[src/rtl/boost_pulse_timer.sv]
module boost_pulse_timer #(
  parameter int CNT_W = 16
) (
  input  logic             clk,
  input  logic             rst_n,
  input  logic             inhibit,
  input  logic             abort,
  input  logic [CNT_W-1:0] dur,
  input  logic             trig_a,
  input  logic             trig_b,
  output logic             boost_a,
  output logic             boost_b
);
  logic [CNT_W-1:0] cnt_a, cnt_b;
  logic clear, load_a, load_b;

  assign clear  = inhibit | abort;
  assign load_a = trig_a && (dur != '0);
  assign load_b = trig_b && (dur != '0);

  always_ff @(posedge clk or negedge rst_n) begin
    if (!rst_n) begin
      cnt_a <= '0;
      cnt_b <= '0;
    end else if (clear) begin
      cnt_a <= '0;
      cnt_b <= '0;
    end else begin
      if (load_a)              cnt_a <= dur;
      else if (cnt_a != '0)    cnt_a <= cnt_a - 1'b1;
      if (load_b)              cnt_b <= dur;
      else if (cnt_b != '0)    cnt_b <= cnt_b - 1'b1;
    end
  end

  assign boost_a = cnt_a != '0;
  assign boost_b = cnt_b != '0;

  a_r1_fire_a: assert property (@(posedge clk) disable iff (!rst_n)
    (trig_a && !inhibit && !abort && dur != '0) |=> boost_a);
  a_r1_fire_b: assert property (@(posedge clk) disable iff (!rst_n)
    (trig_b && !inhibit && !abort && dur != '0) |=> boost_b);
  a_r2_b_quiet: assert property (@(posedge clk) disable iff (!rst_n)
    (!boost_b && !trig_b) |=> !boost_b);
  a_r4_count_down: assert property (@(posedge clk) disable iff (!rst_n)
    (boost_a && !trig_a && !clear) |=> (cnt_a == $past(cnt_a) - 1'b1));
  a_r6_abort: assert property (@(posedge clk) disable iff (!rst_n)
    abort |=> (!boost_a && !boost_b));
  a_r7_inhibit: assert property (@(posedge clk) disable iff (!rst_n)
    inhibit |=> (!boost_a && !boost_b));
  a_r8_zero_dur: assert property (@(posedge clk) disable iff (!rst_n)
    (dur == '0 && !boost_a) |=> !boost_a);
endmodule

[config.mk]
export PLATFORM = sky130hd
export DESIGN_NAME = boost_pulse_timer
export DESIGN_NICKNAME = d
export VERILOG_FILES = /design/src/rtl/boost_pulse_timer.sv
export SDC_FILE = /design/constraint.sdc
export NUM_CORES = 1
export LEC_CHECK = 0
export BUFFER_PORTS_ARGS = -buffer_cell sky130_fd_sc_hd__buf_2
export CAP_MARGIN = 20
export CORE_ASPECT_RATIO = 0.5
export CORE_MARGIN = 2
export CORE_UTILIZATION = 35
export DETAILED_ROUTE_END_ITERATION = 8
export GPL_TIMING_DRIVEN = 0
export PLACE_DENSITY = 0.5
export SLEW_MARGIN = 10
export SYNTH_ARGS = -nofsm -noshare
export SYNTH_HDL_FRONTEND = slang
export SYNTH_SLANG_ARGS = --single-unit
[constraint.sdc]
create_clock -name clk -period 2.8 [get_ports clk]
set_input_delay 0.14 -clock clk [delete_from_list [all_inputs] [get_ports clk]]
set_output_delay 0.14 -clock clk [all_outputs]
set_load 0.01 [all_outputs]
Word-level counts from Yosys, hierarchy flattened
Cells that the tools add are included.
W data, S select, Z words.
{"block": "classes", "addsub": 2, "mux": 6, "bitwise": 1, "reduce_logical": 7}
{"cell": "$mux W16", "count": 6}
{"cell": "$reduce_bool A16 Y1", "count": 3}
{"cell": "$sub A16 B1 Y16 const B", "count": 2}
{"cell": "$reduce_bool A3 Y1", "count": 2}
{"cell": "$logic_and A1 B1 Y1", "count": 2}
{"cell": "$or A1 B1 Y1", "count": 1}
{"block": "word_totals", "reg_bits": 32, "in_bits": 22, "elab_cells": 18}

Depth between registers and ports, before layout
{"block": "logic_depth", "ltp_word": 4, "depth_mapped": 8}

Least setup slack after synthesis
OpenSTA, ideal clock, no wires.
{"block": "synth_timing", "kind": "reg2reg", "from": "register cnt_a[0]", "to": "register cnt_a[1]", "t_arrival_ns": 2.030, "required_time_ns": 2.718, "path_slack_ns": 0.688, "path_stages_with_launch": 9, "path_buffers": 2, "path_cell_list": "dfrtp_1 > clkbuf_1 > inv_1 > ha_1 > clkbuf_1 > nor4b_1 > nand4_1 > mux2_2 > o22ai_1"}
{"block": "synth_via", "elab_cells_between_ends": 6, "classes_between": "add/sub: 1; mux: 3; reduce/logical: 2"}
{"item": "start, declared", "line": "14", "rtl": "logic [CNT_W-1:0] cnt_a, cnt_b;"}
{"item": "start signal, assigned", "line": "29", "rtl": "if (load_a) cnt_a <= dur;"}
{"item": "start signal, assigned", "line": "30", "rtl": "else if (cnt_a != '0) cnt_a <= cnt_a - 1'b1;"}
{"item": "$reduce_bool A16 Y1"}
{"item": "named net boost_a", "line": "11", "rtl": "output logic boost_a,"}
{"item": "$reduce_bool A3 Y1 (no source line)"}
The timed path passes the listed nets, and every way through them passes these cells. The select of a mux whose other input is x is not followed.
A chain may end at the register's enable or synchronous reset.

Final worst setup path
{"block": "layout_timing", "from": "register cnt_a[0]", "to": "output boost_a"}
{"block": "layout_via", "elab_chain_cells": 1}
{"item": "$reduce_bool A16 Y1", "line": "36", "rtl": "assign boost_a = cnt_a != '0;"}
{"item": "end, declared", "line": "11"}
Every way passes these cells.

==> metrics.yaml <==
status:
  status: "finished, final reports clean"
die:
  start_util: 0.368
  die-height_um: 58.2
  dieWidth_um: 112
  coreArea_sq_um: 5590
  die_area_sq_um: 6550
  io_pins: 24
  core.rowCount: 19
synth:
  synth_warnings: 0
  syn-instance-count: 227
  synth_seq_cells: 32
  postSynthAreaPerCell_sq_um: 9.07
  netlist_top_cells_count: "dfrtp_1, a21oi_1, nand3_1"
  yosysMostFrequentCell: "dfrtp_1"
  synth_edf_count: 0
  synth_fp_nets: 251
  ys_seq_area_frac: 0.389
  synth_ff_type: "dfrtp_1"
  async_flop_share: 1.00
  ys_types: 41
  ys_top_cells_by_area: "dfrtp_1, xnor2_1, a21oi_1"
  synth_top_area_cell: "dfrtp_1"
  syn-cell-area_sq_um: 2060
  synth_top_area_share: 0.389
timing:
  hold_ws_ps: 117
  fmax_mhz: 391
  grt_setup_unrepaired: "no"
  min_period_ps: 2560
  timing_worst_slew_pin_value_ps: 981
  setup_viol: 0
  hold_violations: 0
  slew_viol_final: 0
  setup_tns_ps: 0
  maxSlewHeadroom: 0.340
  worst_slack_ps: 244
  finalCritPeriodShare: 0.913
  skew_ps: 5.18
detailed_routing:
  ant_nets: 0
  vias: 1909
  dr.pass1.iters: 4
  drtIter0Drc: 109
  wl_per_cell_um: 17.3
  routed_wl_um: 5750
  drc: 0
  viasPerCell: 5.75
grt:
  first_global_vias: 1853
  antenna_found_initial: 0
  grt_max_degree: 33
  grt_pass1_wl_um: 9730
  grtUsageTotal: 0.195
  gr-total-overflow: 0
clocking:
  insertion_delay_ps: 290
  clk_pin_slew_ps: 60
  cts-buffers-inserted: 5
  tritoncts: "done"
  clock_sinks: 32
  clk_path_buf_depth: 2
  root_buffer: "clkbuf_16"
  htree_levels: 2
  cts.repair.resized: 0
place:
  gp_congestion: 0.801
  port_buffers: 23
  post-dp-hpwl_um: 4170
  post-place-ws_ps: 332
setup_path:
  critPathKind: "reg2out"
  cp-start-kind: "flip-flop"
  r2r_slack_ps: 330
  crit_arrival_ps: 2420
  crit_fanout: 9
  crit_required_ps: 2660
  crit_path_end_kind: "output port"
pwr:
  p_total_uw: 1500
  powerDensity_nw_per_um2: 618
  power.static_leakage_uw: 0.00102
  peakVddDrop_v: 0.000240
cells_and_area:
  drive_gt1_frac: 0.178
  syn2layout_area_growth_pct: 17.8
  final_util: 0.434
  multi_input_area_sq_um: 1190
  n_fill_cell: 557
  num-nets-final: 282
  diodes: 0
  final-seq-area_sq_um: 801
worst_hold_path:
  hold_path_class: "in2reg"
run:
  cap_violations: 0
-- worst max-delay path, stage by stage (launching register included) --
cell	delay, ps
dfrtp_1	350
clkbuf_1	220
inv_1	110
ha_1	140
clkbuf_1	300
nor4b_1	380
nand4_1	350
buf_2	280
-- path summary, 6_finish.rpt --
path / from / endpoint / cells past startpoint
min in group asynchronous: rst_n / cnt_b[0]$_DFFE_PN0P_ / 2
max reg2reg: cnt_b[0]$_DFFE_PN0P_ / cnt_b[1]$_DFFE_PN0P_ / 6
max: cnt_a[0]$_DFFE_PN0P_ / boost_a / 7
min reg2reg: cnt_b[14]$_DFFE_PN0P_ / cnt_b[14]$_DFFE_PN0P_ / 2
max in group asynchronous: rst_n / cnt_a[8]$_DFFE_PN0P_ / 2
min: dur[2] / cnt_a[2]$_DFFE_PN0P_ / 3
-- layout make-up --
cell class | count | share of cell area
clock buffer | 6 | 0.0573
sequential | 32 | 0.330
tap | 73 | 0.0377
buffer | 10 | 0.0201
timing repair buffer | 24 | 0.0516
clock inverter | 2 | 0.00413
inverter | 6 | 0.00929
multi-input combinational | 179 | 0.489
-- power breakdown --
part	leakage [uW]	internal, uW	switching, uW
clock	0.0000766	350	208
sequential	0.000432	493	38.3
combinational	0.000508	173	235
-- placed cells by master (no fill, tap or decap), drive strengths merged, types with 8 or more instances in the layout --
master / n
dfrtp: 32
buf: 27
nand3: 18
a21oi: 18
nand2: 17
o21ai: 13
clkbuf: 12
xnor2: 11
nand4: 10
o31ai: 9
nor3: 8
-- stage by stage --
stage / cell area (sq um) / std cells
after floorplan: 2060 / 227
after global placement: 2260 / 323
after detailed placement: 2260 / 323
after CTS: 2420 / 332
after global routing: 2420 / 332
final: 2420 / 332
-- metal layers --
metal | global-route usage | up-vias | wire length [um]
met2 | 0.286 | 28 | 2430
li1 | - | 937 | -
met1 | 0.289 | 937 | 3110
met4 | 0.0470 | 0 | 71
met3 | 0.0513 | 7 | 146
met5 | 0 | - | 0
-- cell families after synthesis --
logic type	Yosys count	share of synthesized area
and+or+nand+nor	91	0.255
AOI/OAI and AO/OA	62	0.202
DFF	32	0.389
xor gates and xnor gates	18	0.0766
buffers and inverters	16	0.0346
muxes	6	0.0304
adders and majority gates	2	0.0122
-- state kept, by name, summed over array words and instances (netlist names) --
signal / count
cnt_a: 16
cnt_b: 16
-- what timing repair did --
| action | in CTS | in global routing |
|---|---|---|
| setup endpoints to repair | 0 | 0 |
| hold endpoints to repair | 32 | 0 |
| hold buffers | 1 | 0 |
| buffers inserted | 0 | 0 |
(Power assumes the default switching activity.)
